$ cat config.mk
export PLATFORM = sky130hd
export DESIGN_NAME = mce_frame_encoder
export DESIGN_NICKNAME = d
export VERILOG_FILES = /design/src/rtl/mce_pkg.sv /design/src/rtl/mce_cell_timer.sv /design/src/rtl/mce_slot_sequencer.sv /design/src/rtl/mce_line_driver.sv /design/src/rtl/mce_frame_encoder.sv
export SDC_FILE = /design/constraint.sdc
export NUM_CORES = 1
export LEC_CHECK = 0
export BUFFER_PORTS_ARGS = -buffer_cell sky130_fd_sc_hd__buf_4
export CAP_MARGIN = 5
export CORE_AREA = 5 5 42 44
export CTS_CLUSTER_SIZE = 24
export DETAILED_ROUTE_END_ITERATION = 8
export DIE_AREA = 0 0 47 49
export PLACE_DENSITY_LB_ADDON = 0.3
export SLEW_MARGIN = 25
export SYNTH_ARGS = -nofsm -noshare
export SYNTH_HDL_FRONTEND = slang
export SYNTH_SLANG_ARGS = --single-unit
$ cat constraint.sdc
create_clock -name clk -period 1.4 [get_ports clk]
set_input_delay 0.28 -clock clk [delete_from_list [all_inputs] [get_ports clk]]
set_output_delay 0.28 -clock clk [all_outputs]
set_load 0.02 [all_outputs]
$ cat src/rtl/mce_pkg.sv
package mce_pkg;

    typedef enum logic [1:0] {
        SLOT_SYNC = 2'd0,
        SLOT_CH0  = 2'd1,
        SLOT_CH1  = 2'd2
    } slot_e;

    localparam int unsigned SLOT_COUNT = 3;

    typedef struct packed {
        logic  valid;
        slot_e slot;
        logic  value;
    } cell_req_t;

    function automatic slot_e slot_after(input slot_e s);
        case (s)
            SLOT_SYNC: return SLOT_CH0;
            SLOT_CH0:  return SLOT_CH1;
            default:   return SLOT_SYNC;
        endcase
    endfunction

    function automatic logic opening_level(input logic b);
        return ~b;
    endfunction

endpackage

$ cat src/rtl/mce_cell_timer.sv
module mce_cell_timer #(
    parameter int unsigned CELL_CLKS = 4
) (
    input  logic clk,
    input  logic run,
    output logic cell_start,
    output logic cell_first,
    output logic mid_point
);
    localparam int unsigned PH_W = (CELL_CLKS > 2) ? $clog2(CELL_CLKS) : 1;
    localparam int unsigned HALF = CELL_CLKS / 2;
    localparam logic [PH_W-1:0] LAST_PH = PH_W'(CELL_CLKS - 1);
    localparam logic [PH_W-1:0] MID_PH  = PH_W'(HALF - 1);

    logic            started_q;
    logic [PH_W-1:0] phase_q;

    assign cell_first = run && !started_q;
    assign cell_start = run && (!started_q || phase_q == LAST_PH);
    assign mid_point  = run && started_q && phase_q == MID_PH;

    always_ff @(posedge clk) begin
        if (!run) begin
            started_q <= 1'b0;
            phase_q   <= '0;
        end else if (cell_start) begin
            started_q <= 1'b1;
            phase_q   <= '0;
        end else begin
            phase_q   <= phase_q + 1'b1;
        end
    end

    AST_CELL_WRAP: assert property (@(posedge clk) disable iff (!run) (started_q && phase_q == LAST_PH) |=> (phase_q == '0));
    AST_FIRST_CELL: assert property (@(posedge clk) disable iff (!run) cell_first |=> (started_q && phase_q == '0));

endmodule

$ cat src/rtl/mce_slot_sequencer.sv
module mce_slot_sequencer
    import mce_pkg::*;
(
    input  logic      clk,
    input  logic      run,
    input  logic      cell_start,
    input  logic      cell_first,
    input  logic      ch0_in,
    input  logic      ch1_in,
    output cell_req_t req,
    output logic      frame_start
);
    slot_e slot_q;
    slot_e slot_next;
    logic  sync_q;
    logic  fs_q;
    logic  pick;

    assign slot_next = cell_first ? SLOT_SYNC : slot_after(slot_q);

    always_comb begin
        case (slot_next)
            SLOT_SYNC: pick = sync_q;
            SLOT_CH0:  pick = ch0_in;
            default:   pick = ch1_in;
        endcase
    end

    assign req.valid   = cell_start;
    assign req.slot    = slot_next;
    assign req.value   = pick;
    assign frame_start = fs_q;

    always_ff @(posedge clk) begin
        if (!run) begin
            slot_q <= SLOT_SYNC;
            sync_q <= 1'b0;
            fs_q   <= 1'b0;
        end else begin
            fs_q <= cell_start && (slot_next == SLOT_SYNC);
            if (cell_start) begin
                slot_q <= slot_next;
                if (slot_next == SLOT_SYNC) begin
                    sync_q <= ~sync_q;
                end
            end
        end
    end

    AST_STROBE_ON_SYNC: assert property (@(posedge clk) disable iff (!run) frame_start |-> (slot_q == SLOT_SYNC));
    AST_STROBE_SINGLE: assert property (@(posedge clk) disable iff (!run) frame_start |=> !frame_start);
    AST_CH1_THEN_SYNC: assert property (@(posedge clk) disable iff (!run) (cell_start && !cell_first && slot_q == SLOT_CH1) |=> frame_start);
    AST_FIRST_MARK_ZERO: assert property (@(posedge clk) disable iff (!run) cell_first |-> (req.value == 1'b0));

endmodule

$ cat src/rtl/mce_line_driver.sv
module mce_line_driver
    import mce_pkg::*;
(
    input  logic      clk,
    input  logic      run,
    input  cell_req_t req,
    input  logic      mid_point,
    output logic      line_out
);
    logic bit_q;
    logic line_q;

    always_ff @(posedge clk) begin
        if (!run) begin
            bit_q  <= 1'b0;
            line_q <= 1'b0;
        end else if (req.valid) begin
            bit_q  <= req.value;
            line_q <= opening_level(req.value);
        end else if (mid_point) begin
            line_q <= bit_q;
        end
    end

    assign line_out = line_q;

    AST_SHUTDOWN_LOW: assert property (@(posedge clk) !run |=> !line_q);
    AST_MID_EDGE: assert property (@(posedge clk) disable iff (!run) mid_point |=> (line_q != $past(line_q)));
    AST_BIT_HELD: assert property (@(posedge clk) disable iff (!run) !req.valid |=> $stable(bit_q));

endmodule

$ cat src/rtl/mce_frame_encoder.sv
module mce_frame_encoder
    import mce_pkg::*;
#(
    parameter int unsigned CELL_CLKS = 4
) (
    input  logic clk,
    input  logic run,
    input  logic ch0_in,
    input  logic ch1_in,
    output logic line_out,
    output logic frame_start
);
    logic      cell_start;
    logic      cell_first;
    logic      mid_point;
    cell_req_t req;

    mce_cell_timer #(.CELL_CLKS(CELL_CLKS)) u_timer (
        .clk        (clk),
        .run        (run),
        .cell_start (cell_start),
        .cell_first (cell_first),
        .mid_point  (mid_point)
    );

    mce_slot_sequencer u_seq (
        .clk         (clk),
        .run         (run),
        .cell_start  (cell_start),
        .cell_first  (cell_first),
        .ch0_in      (ch0_in),
        .ch1_in      (ch1_in),
        .req         (req),
        .frame_start (frame_start)
    );

    mce_line_driver u_drv (
        .clk       (clk),
        .run       (run),
        .req       (req),
        .mid_point (mid_point),
        .line_out  (line_out)
    );

    AST_STROBE_OFF_IN_SHUTDOWN: assert property (@(posedge clk) !run |=> !frame_start);

endmodule

Word-level counts from Yosys, hierarchy flattened
Cells that the tools add are included.

Reductions and logical operators: 12. Equal/unequal tests: 4. Bitwise logic cells: 3. Muxes and demuxes: 5. Add/sub/neg operators: 1.

Operators with widths (number): equality test 2 x 1 -> 1 bit, second input constant (3); logical AND 1 bit (5); zero test 2 bit (2); case mux 2 bit (2 select lines) (1); inverter 1 bit (3); adder 2 x 1 -> 2 bit, second input constant (1); equality test 2 bit, second input constant (1); two-way mux 1 bit (2); two-way mux 2 bit (1); case mux 1 bit (2 select lines) (1); AND reduction 2 bit (1); nonzero test 2 bit (1); OR reduction 2 bit (1); zero test 1 bit (1); logical OR 1 bit (1).

Input port bits: 4. Register bits after elaboration: 9. Logic and storage cells: 32.

Depth between registers and ports, before layout
Gate-level depths: netlist (run 1).

Depth in word-level cells: 7. Mapped depth: 5. Gate-level depth less buffers: 5.

Cells and area by module
From an unflattened synthesis (run 1), not the netlist that was laid out.

Cell total of the unflattened synthesis: 44. Area total of the unflattened synthesis: 417.9 um^2.

Modules (own cells, without submodules): mce_slot_sequencer (instances 1, area each 207.7 um^2, cells each 23, sequential area each 80.1 um^2); mce_cell_timer (instances 1, area each 131.4 um^2, cells each 14, sequential area each 60.1 um^2); mce_line_driver (instances 1, area each 78.8 um^2, cells each 7, sequential area each 40.0 um^2).

Worst setup path before layout (run 1)
Ideal clock, no wire load.

Path type: flip-flop to flip-flop. Start: register u_timer.phase_q[0]. End: register u_drv.line_q, in the netlist u_drv.line_out. Data arrival time: 1049 ps. Path slack: 232 ps. Stages on the path, launching flop included: 5. Cells stage by stage: dfxtp_1 > ha_1 > nand2b_1 > o211ai_2 > o221a_1.

Cells in the longest elaborated chain, start to end: 4. Elaborated cells between the ends (all ways): 7.

RTL lines: start, declared (RTL line mce_cell_timer.sv:16) `logic [PH_W-1:0] phase_q;`; start signal, assigned (RTL line mce_cell_timer.sv:30) `phase_q <= phase_q + 1'b1;`; equality test 2 bit (RTL line mce_cell_timer.sv:19) `assign cell_start = run && (!started_q || phase_q == LAST_PH);`; logical OR 1 bit (RTL line mce_cell_timer.sv:19); logical AND 1 bit (RTL line mce_cell_timer.sv:19); two-way mux 1 bit / nonzero test 2 bit (equally long branches); end signal, assigned (RTL line mce_line_driver.sv:19) `line_q <= opening_level(req.value);`; end signal, assigned (RTL line mce_line_driver.sv:21) `line_q <= bit_q;`; end, declared (RTL line mce_line_driver.sv:11) `logic line_q;`.

Parallel ways exist; a longest one is shown, timed or not. A chain may end at the register's enable or synchronous reset.

Worst setup path in the final report (run 1)
Same ends and word-level chain as after synthesis.

==> flow_metrics.env, run 1 <==
export IMPL_grt_ovfl_total=0
export IMPL_drt_wl_total_um=552
export IMPL_antenna_found_initial=0
export IMPL_setup_viol=0
export IMPL_hold_violations=0
export IMPL_area_growth_pct=21.3
export IMPL_cp_max_fo=6
export IMPL_p_leak_nw=0.183
export IMPL_synth_area_sq_um=375
export IMPL_relSlewSlack=0.858
export IMPL_syn_inst=37
export IMPL_cts_num_sinks=9
export IMPL_cts_root_buf="clkbuf_4"
export IMPL_cpLargestDelayFamily="compound AO/OA/AOI/OAI gates"
export IMPL_die_w_um=47
export IMPL_hpwlAfterDp_um=443
export IMPL_gp_congestion=0.674
export IMPL_cts_resized=0
export IMPL_crit_chain="ha_1, nand2b_1, o211ai_2, o221a_1"
export IMPL_worst_ep_required_time_ns=1.54
export IMPL_vias=248
export IMPL_dpl_cell_count=57
export IMPL_rows=14
export IMPL_drive_gt1_frac=0.244
export IMPL_fp_dieH_um=49
export IMPL_drv_cap=0
export IMPL_period_needed_ns=1.30
export IMPL_end_kind="flip-flop"
export IMPL_critPathSlowestCell="dfxtp_1"
export IMPL_synth_ff_type="dfxtp_1"
export IMPL_synth_commonest_cells="9 x dfxtp_1, 5 x nor2_1, 3 x mux2i_1, 3 x nand2_1"
export IMPL_final_net_count=52
export IMPL_post_route_cell_area_sq_um=455
export IMPL_p_per_area_nw_per_um2=1160
export IMPL_synth_top_cell_by_area="dfxtp_1"
export IMPL_fin_crit_sh=0.931
export IMPL_holdCritPathClass="in2reg"
export IMPL_cpPeakStageDelay_ns=0.36
export IMPL_drv_slew=0
export IMPL_drt_iter0_drc=5
export IMPL_postCtsSetupBuffers=0
export IMPL_numCtsBuffers=3
export IMPL_crit_buf_inv=0
export IMPL_wire_per_inst_um=9.05
export IMPL_ys_seq_area_frac=0.480
export IMPL_dieArea_sq_um=2300
export IMPL_synth_edff_count=0
export IMPL_synthTopCellsByArea="dfxtp_1 48%, mux2i_1 8.0%, ha_1 6.7%"
export IMPL_io_pins=6
export IMPL_rsz0062_at_grt="false"
export IMPL_final_antenna_net_count=0
export IMPL_worstSetupPathType="reg2reg"
export IMPL_start_kind="flip-flop"
export IMPL_fmax_ghz=0.767
export IMPL_routed_via_density=4.07
export IMPL_dpl_instance_area_sq_um=429
export IMPL_first_global_vias=243
export IMPL_skew_ns=0.00717
export IMPL_io_buffers=5
export IMPL_yosysMostFrequentCell="dfxtp_1"
export IMPL_tightest_slew_ns=0.213
export IMPL_htreeDepth=1
export IMPL_coreArea_sq_um=1400
export IMPL_post_route_util=0.325
export IMPL_clock_latency_ns=0.25
export IMPL_yosys_register_bits=9
export IMPL_start_util=0.268
export IMPL_grt_start_max_net_pins=8
export IMPL_power_mw=0.528
export IMPL_arrival_ns=1.44
export IMPL_peakVddDrop_v=0.000523
export IMPL_layout_cells_non_filler=61
export IMPL_fin_tns_setup_ns=0
export IMPL_holdWs_ns=0.185
export IMPL_drc=0
export IMPL_dr_pass1_iters=4
export IMPL_avgSynthCellArea_sq_um=10.1
export IMPL_grt_usage=0.0565
export IMPL_path_clk_slew_ns=0.07
export IMPL_grt_pass1_wl_um=986
export IMPL_yosys_warnings=0
export IMPL_cts_max_path_buffers=2
export IMPL_setup_ws_ns=0.0968
export IMPL_synth_fp_nets=43
export IMPL_dp_slack_ns=0.122
export IMPL_ctsHoldBuffers=0
export IMPL_status="complete, no violations"
export IMPL_synthDistinctLibCells=16
export IMPL_antennaDiodeCount=0
export IMPL_postSynth_asyncResetShare=0
export IMPL_synth_top_area_frac=0.480
export IMPL_cts_tree="yes"
-- final timing paths --
path | end | depth (start not counted) | slack (ns) | startpoint
min | u_timer.started_q$_SDFFE_PN0P_ | 1 | 0.19 | run
max | u_drv.line_out$_SDFFE_PN0P_ | 4 | 0.1 | u_timer.phase_q[0]$_SDFF_PP0_
max reg2reg | u_drv.line_out$_SDFFE_PN0P_ | 4 | 0.1 | u_timer.phase_q[0]$_SDFF_PP0_
min reg2reg | u_timer.phase_q[0]$_SDFF_PP0_ | 1 | 0.47 | u_timer.phase_q[0]$_SDFF_PP0_
-- cell usage in the layout (no fill, tap or decap) --
master	n
dfxtp_1	9
nor2_1	5
buf_4	5
nand2_1	3
mux2i_1	3
clkbuf_4	3
inv_1	2
nand3b_1	2
nand2b_1	2
a21oi_1	2
ha_1	2
a21boi_2	1
nor2b_4	1
o211ai_2	1
and2_1	1
o22ai_1	1
o221a_1	1
clkbuf_1	1
-- cells by family (layout without fill, tap and decap cells) --
family                     count (synthesis)  after routing  synth area share
AOI/OAI and AO/OA                          6              6             0.137
adders and majority gates                  2              2            0.0667
muxes                                      3              3            0.0800
buffers and inverters                      3             11            0.0300
DFF                                        9              9             0.480
and+or+nand+nor                           14             14             0.207
-- layout make-up --
type | instances | area, sq um
inverters | 2 | 7.51
multi-input cells | 25 | 184
repair buffers | 5 | 37.5
fillers | 145 | 946
clock buffers | 4 | 26.3
well taps | 16 | 20.0
flip-flops and latches | 9 | 180
-- power by group --
part	switching [mW]	internal, mW
clock network	0.0861	0.109
registers	0.00917	0.270
logic	0.0251	0.0274
total	0.120	0.407
-- sequential cells by signal, summed over array words and instances, names as in the netlist --
signal / cells
u_timer.phase_q: 2
u_drv.line_out: 1
u_drv.bit_q: 1
u_seq.frame_start: 1
u_timer.started_q: 1
u_seq.slot_q: 2
u_seq.sync_q: 1
-- worst reg2reg max path: cells and delay by family, from the launching register on --
family / cells / cell delay, ns
adders and majority gates: 1 / 0.28
AOI/OAI and AO/OA: 2 / 0.37
and+or+nand+nor: 1 / 0.18
DFF: 1 / 0.36
-- metal layers --
metal / vias to the layer above / global-route usage / wire length [um]
li1: 141 / - / -
met1: 103 / 0.0863 / 295
met2: 4 / 0.0724 / 220
met3: 0 / 0.0221 / 36
met4: 0 / 0.0138 / 0
met5: - / 0 / 0
(Power assumes the default switching activity.)
==> run 2: changes to the inputs <==
--- a/config.mk
+++ b/config.mk
@@ -15,4 +15,5 @@
 export SLEW_MARGIN = 25
 export SYNTH_ARGS = -nofsm -noshare
 export SYNTH_HDL_FRONTEND = slang
+export SYNTH_HIERARCHICAL = 1
 export SYNTH_SLANG_ARGS = --single-unit
==> flow_metrics.env, run 2 <==
export IMPL_p_leak_nw=0.225
export IMPL_avgSynthCellArea_sq_um=9.65
export IMPL_post_route_util=0.377
export IMPL_critPathSlowestCell="dfxtp_4"
export IMPL_antenna_found_initial=0
export IMPL_dr_pass1_iters=2
export IMPL_skew_ns=0.00109
export IMPL_cts_root_buf="clkbuf_4"
export IMPL_tightest_slew_ns=0.291
export IMPL_worstSetupPathType="reg2reg"
export IMPL_htreeDepth=1
export IMPL_start_util=0.289
export IMPL_syn_inst=42
export IMPL_layout_cells_non_filler=67
export IMPL_end_kind="flip-flop"
export IMPL_cts_tree="yes"
export IMPL_numCtsBuffers=3
export IMPL_die_w_um=47
export IMPL_grt_usage=0.0700
export IMPL_dieArea_sq_um=2300
export IMPL_pwr_share_comb=0.107
export IMPL_drt_iter0_drc=2
export IMPL_peakVddDrop_v=0.000438
export IMPL_p_clk_frac=0.378
export IMPL_grt_start_max_net_pins=11
export IMPL_fmax_ghz=0.737
export IMPL_holdCritPathClass="in2reg"
export IMPL_antennaDiodeCount=0
export IMPL_drt_wl_total_um=701
export IMPL_final_net_count=58
export IMPL_final_cell_mix="8 x buf_4, 7 x dfxtp_1, 3 x clkbuf_4, 3 x nand2_1, 3 x nand2b_1"
export IMPL_io_pins=6
export IMPL_critPathLaunch="u_timer/phase_q[1]$_SDFF_PP0_"
export IMPL_drive_gt1_frac=0.392
export IMPL_drc=0
export IMPL_vias=314
export IMPL_path_depth=5
export IMPL_cts_num_sinks=9
export IMPL_gp_congestion=0.660
export IMPL_drv_cap=0
export IMPL_hpwlAfterDp_um=479
export IMPL_start_kind="flip-flop"
export IMPL_power_internal_mw=0.409
export IMPL_grt_pass1_wl_mm=1.12
export IMPL_worst_ep_required_time_ns=1.56
export IMPL_clock_latency_ns=0.26
export IMPL_worstRegToRegCells=5
export IMPL_dpl_cell_count=62
export IMPL_cts_max_path_buffers=2
export IMPL_period_needed_ns=1.36
export IMPL_relSlewSlack=0.804
export IMPL_fin_crit_sh=0.969
export IMPL_switchingPower_mw=0.129
export IMPL_cpLargestDelayFamily="flip-flops"
export IMPL_drv_slew=0
export IMPL_first_global_vias=290
export IMPL_yosys_warnings=6
export IMPL_cpPeakStageDelay_ns=0.36
export IMPL_p_per_area_nw_per_um2=1020
export IMPL_fin_tns_setup_ns=0
export IMPL_cp_max_fo=2
export IMPL_hold_violations=0
export IMPL_path_clk_slew_ns=0.06
export IMPL_final_antenna_net_count=0
export IMPL_reg_top3="u_seq/slot_q: 2 flops, u_timer/phase_q: 2 flops"
export IMPL_final_common_cell="buf_4"
export IMPL_endpoint="u_drv/line_out$_SDFFE_PN0P_"
export IMPL_io_buffers=5
export IMPL_fp_dieH_um=49
export IMPL_synth_area_sq_um=405
export IMPL_wire_per_inst_um=10.5
export IMPL_rr_endpoint="u_drv/line_out$_SDFFE_PN0P_"
export IMPL_ctsHoldBuffers=0
export IMPL_setup_viol=0
export IMPL_min_from="run"
export IMPL_r2r_setup_slack_ns=0.04
export IMPL_power_mw=0.538
export IMPL_synth_fp_nets=48
export IMPL_seqPwrFrac=0.515
export IMPL_swShare=0.240
export IMPL_status="complete, no violations"
export IMPL_crit_buf_inv=1
export IMPL_coreArea_sq_um=1400
export IMPL_rows=14
export IMPL_grt_ovfl_total=0
export IMPL_arrival_ns=1.51
export IMPL_r2r_start="u_timer/phase_q[1]$_SDFF_PP0_"
export IMPL_crit_chain="inv_2, ha_1, and3_2, mux2_4, o211a_1"
export IMPL_routed_via_density=4.69
export IMPL_area_growth_pct=30.2
## run 2: cell count changes in the layout (fill, tap and decap cells not counted), moves of 2 or more
| cell | before | now |
|---|---|---|
| dfxtp_1 | 9 | 7 |
| nor3_1 | 0 | 2 |
| dfxtp_4 | 0 | 2 |
| nand3b_1 | 2 | 0 |
| o21ai_0 | 0 | 2 |
| nor2_1 | 5 | 1 |
| buf_4 | 5 | 8 |
## run 2: worst min-delay path by stage
stage	cells after the start	slack, ns	to
6_report	1	0.19	u_timer/started_q$_SDFFE_PN0P_
5_1_grt	1	0.18	u_timer/started_q$_SDFFE_PN0P_
3_3_place_gp	1	0.45	u_timer/phase_q[0]$_SDFF_PP0_
2_1_floorplan	1	0.37	u_timer/started_q$_SDFFE_PN0P_
3_5_place_dp	1	0.46	u_timer/phase_q[0]$_SDFF_PP0_
4_1_cts	1	0.18	u_timer/started_q$_SDFFE_PN0P_
## run 2: metrics by stage
stage | setup WS, ns | hold WS (ns) | area, sq um
2_1_floorplan | 0.0307 | 0.370 | 409
3_3_place_gp | 0.0729 | 0.454 | 463
3_5_place_dp | 0.0571 | 0.458 | 463
4_1_cts | 0.0360 | 0.181 | 489
5_1_grt | -0.00414 | 0.178 | 528
6_report | 0.0439 | 0.186 | 528
## run 2: layer usage
metal / routed length, um / track usage
met5: 0 / 0
met4: 40 / 0.0691
met3: 39 / 0.0332
met2: 304 / 0.0837
met1: 317 / 0.0846
## run 2: area by class of cell
cell class / count / area (sq um)
Fill cell: 157 / 873
Multi-Input combinational cell: 27 / 223
Sequential cell: 9 / 188
Timing Repair Buffer: 8 / 60.1
Clock buffer: 4 / 26.3
Tap cell: 16 / 20.0
Inverter: 3 / 11.3
## run 2: worst reg2reg max path, delay by kind of cell, from the launching register on
kind / cells / cell delay, ns
simple gates: 1 / 0.21
fa+ha+maj: 1 / 0.16
mux: 1 / 0.29
flops: 1 / 0.36
compound gates: 1 / 0.20
buf+inv: 1 / 0.03
## run 2: what timing repair did
item	CTS	global route
setup buffers	0	1
resized for setup	0	10
setup endpoints to repair	0	2
## run 2: power groups by stage
stage | sequential, mW | clock, mW | combinational (mW)
4_1_cts | 0.277 | 0.213 | 0.0533
6_report | 0.277 | 0.204 | 0.0577
3_3_place_gp | 0.282 | 0 | 0.0520
5_1_grt | 0.278 | 0.229 | 0.0646
2_1_floorplan | 0.284 | 0 | 0.0352
3_5_place_dp | 0.283 | 0 | 0.0529
==> run 3: changes to the inputs <==
--- a/config.mk
+++ b/config.mk
@@ -12,6 +12,7 @@
 export DETAILED_ROUTE_END_ITERATION = 8
 export DIE_AREA = 0 0 47 49
 export PLACE_DENSITY_LB_ADDON = 0.3
+export REMOVE_ABC_BUFFERS = 1
 export SLEW_MARGIN = 25
 export SYNTH_ARGS = -nofsm -noshare
 export SYNTH_HDL_FRONTEND = slang
==> flow_metrics.env, run 3 (same netlist as run 2, synthesis figures left out) <==
export IMPL_power_internal_mw=0.410
export IMPL_worst_ep_required_time_ns=1.55
export IMPL_grt_usage=0.0685
export IMPL_clock_latency_ns=0.26
export IMPL_numCtsBuffers=3
export IMPL_fp_dieH_um=49
export IMPL_vias=298
export IMPL_cts_num_sinks=9
export IMPL_critPathSlowestCell="dfxtp_2"
export IMPL_p_clk_frac=0.368
export IMPL_wire_per_inst_um=10.6
export IMPL_gp_congestion=0.696
export IMPL_reg_top3="u_seq/slot_q: 2 flops, u_timer/phase_q: 2 flops"
export IMPL_antenna_found_initial=0
export IMPL_start_util=0.289
export IMPL_multi_input_area_sq_um=223
export IMPL_dieArea_sq_um=2300
export IMPL_hold_violations=0
export IMPL_final_net_count=57
export IMPL_path_clk_slew_ns=0.06
export IMPL_p_leak_nw=0.217
export IMPL_relSlewSlack=0.811
export IMPL_crit_chain="inv_1, ha_1, and3_4, mux2_1, o211a_1"
export IMPL_skew_ns=0.00524
export IMPL_fin_crit_sh=0.956
export IMPL_p_per_area_nw_per_um2=1030
export IMPL_ctsHoldBuffers=0
export IMPL_end_kind="flip-flop"
export IMPL_cts_resized=0
export IMPL_post_route_cell_area_sq_um=515
export IMPL_drt_iter0_drc=1
export IMPL_start_kind="flip-flop"
export IMPL_coreArea_sq_um=1400
export IMPL_worstSetupPathType="reg2reg"
export IMPL_peakVddDrop_v=0.000408
export IMPL_crit_buf_inv=1
export IMPL_routed_via_density=4.52
export IMPL_cts_tree="yes"
export IMPL_fmax_ghz=0.747
export IMPL_dpl_instance_area_sq_um=459
export IMPL_first_global_vias=273
export IMPL_layout_cells_non_filler=66
export IMPL_drc=0
export IMPL_drt_wl_total_um=697
export IMPL_die_w_um=47
export IMPL_htreeDepth=1
export IMPL_area_growth_pct=27.2
export IMPL_cpLargestDelayFamily="flip-flops"
export IMPL_holdWs_ns=0.205
export IMPL_swShare=0.229
export IMPL_holdCritPathClass="in2reg"
export IMPL_io_buffers=5
export IMPL_setup_viol=0
export IMPL_drv_cap=0
export IMPL_dpl_cell_count=62
export IMPL_pwr_share_comb=0.108
export IMPL_io_pins=6
export IMPL_seqCellArea_sq_um=183
export IMPL_antennaDiodeCount=0
export IMPL_postCtsSetupBuffers=0
export IMPL_post_route_util=0.368
export IMPL_cpPeakStageDelay_ns=0.35
export IMPL_grt_pass1_wl_mm=1.05
export IMPL_status="complete, no violations"
export IMPL_grt_ovfl_total=0
export IMPL_fill_cells=158
export IMPL_tightest_slew_ns=0.283
export IMPL_rows=14
export IMPL_drive_gt1_frac=0.340
export IMPL_period_needed_ns=1.34
export IMPL_grt_start_max_net_pins=11
export IMPL_final_antenna_net_count=0
export IMPL_drv_slew=0
export IMPL_final_cell_mix="7 x buf_4, 7 x dfxtp_1"
export IMPL_cp_max_fo=2
export IMPL_cts_root_buf="clkbuf_4"
export IMPL_seqPwrFrac=0.524
export IMPL_cts_max_path_buffers=2
export IMPL_arrival_ns=1.49
export IMPL_dr_pass1_iters=2
export IMPL_switchingPower_mw=0.122
## run 3: cell types whose count changed in the layout (fill, tap and decap cells not counted)
cell	before	now
mux2_4	1	0
mux2_1	0	1
dfxtp_4	2	0
buf_4	8	7
and3_4	0	1
and3_2	1	0
inv_1	2	3
dfxtp_2	0	2
inv_2	1	0
## run 3: metal layers
layer / GRT usage / up-vias / wire length, um
li1: - / 159 / -
met1: 0.0865 / 129 / 315
met2: 0.0701 / 6 / 316
met3: 0.0332 / 4 / 36
met4: 0.0829 / 0 / 28
met5: 0 / - / 0
## run 3: metrics by stage
step	power (mW)	TNS [ns]	worst slack (ns)
floorplan	0.312	-0.0897	-0.0897
global placement	0.334	0	0.0562
detailed placement	0.334	0	0.0496
CTS	0.539	0	0.0292
global route	0.574	-0.00846	-0.00474
finish	0.532	0	0.0618
## run 3: final timing paths
path / from / to / slack (ns) / cells past startpoint
worst min register to register: u_timer/phase_q[0]$_SDFF_PP0_ / u_timer/phase_q[0]$_SDFF_PP0_ / 0.46 / 1
worst min-delay path: run / u_timer/started_q$_SDFFE_PN0P_ / 0.20 / 1
worst max register to register: u_timer/phase_q[1]$_SDFF_PP0_ / u_drv/line_out$_SDFFE_PN0P_ / 0.06 / 5
worst max-delay path: u_timer/phase_q[1]$_SDFF_PP0_ / u_drv/line_out$_SDFFE_PN0P_ / 0.06 / 5
## run 3: power groups by stage
stage	Clock, mW	Combinational [mW]	Sequential [mW]
2_1_floorplan	0	0.0280	0.284
3_3_place_gp	0	0.0516	0.282
3_5_place_dp	0	0.0520	0.282
4_1_cts	0.210	0.0521	0.276
5_1_grt	0.229	0.0646	0.280
6_report	0.196	0.0574	0.279
## run 3: final cells by class
class | instances | share of cell area
timing repair buffer | 7 | 0.102
multi-input combinational | 27 | 0.432
clock buffer | 4 | 0.0510
sequential | 9 | 0.354
inverter | 3 | 0.0218
tap | 16 | 0.0388
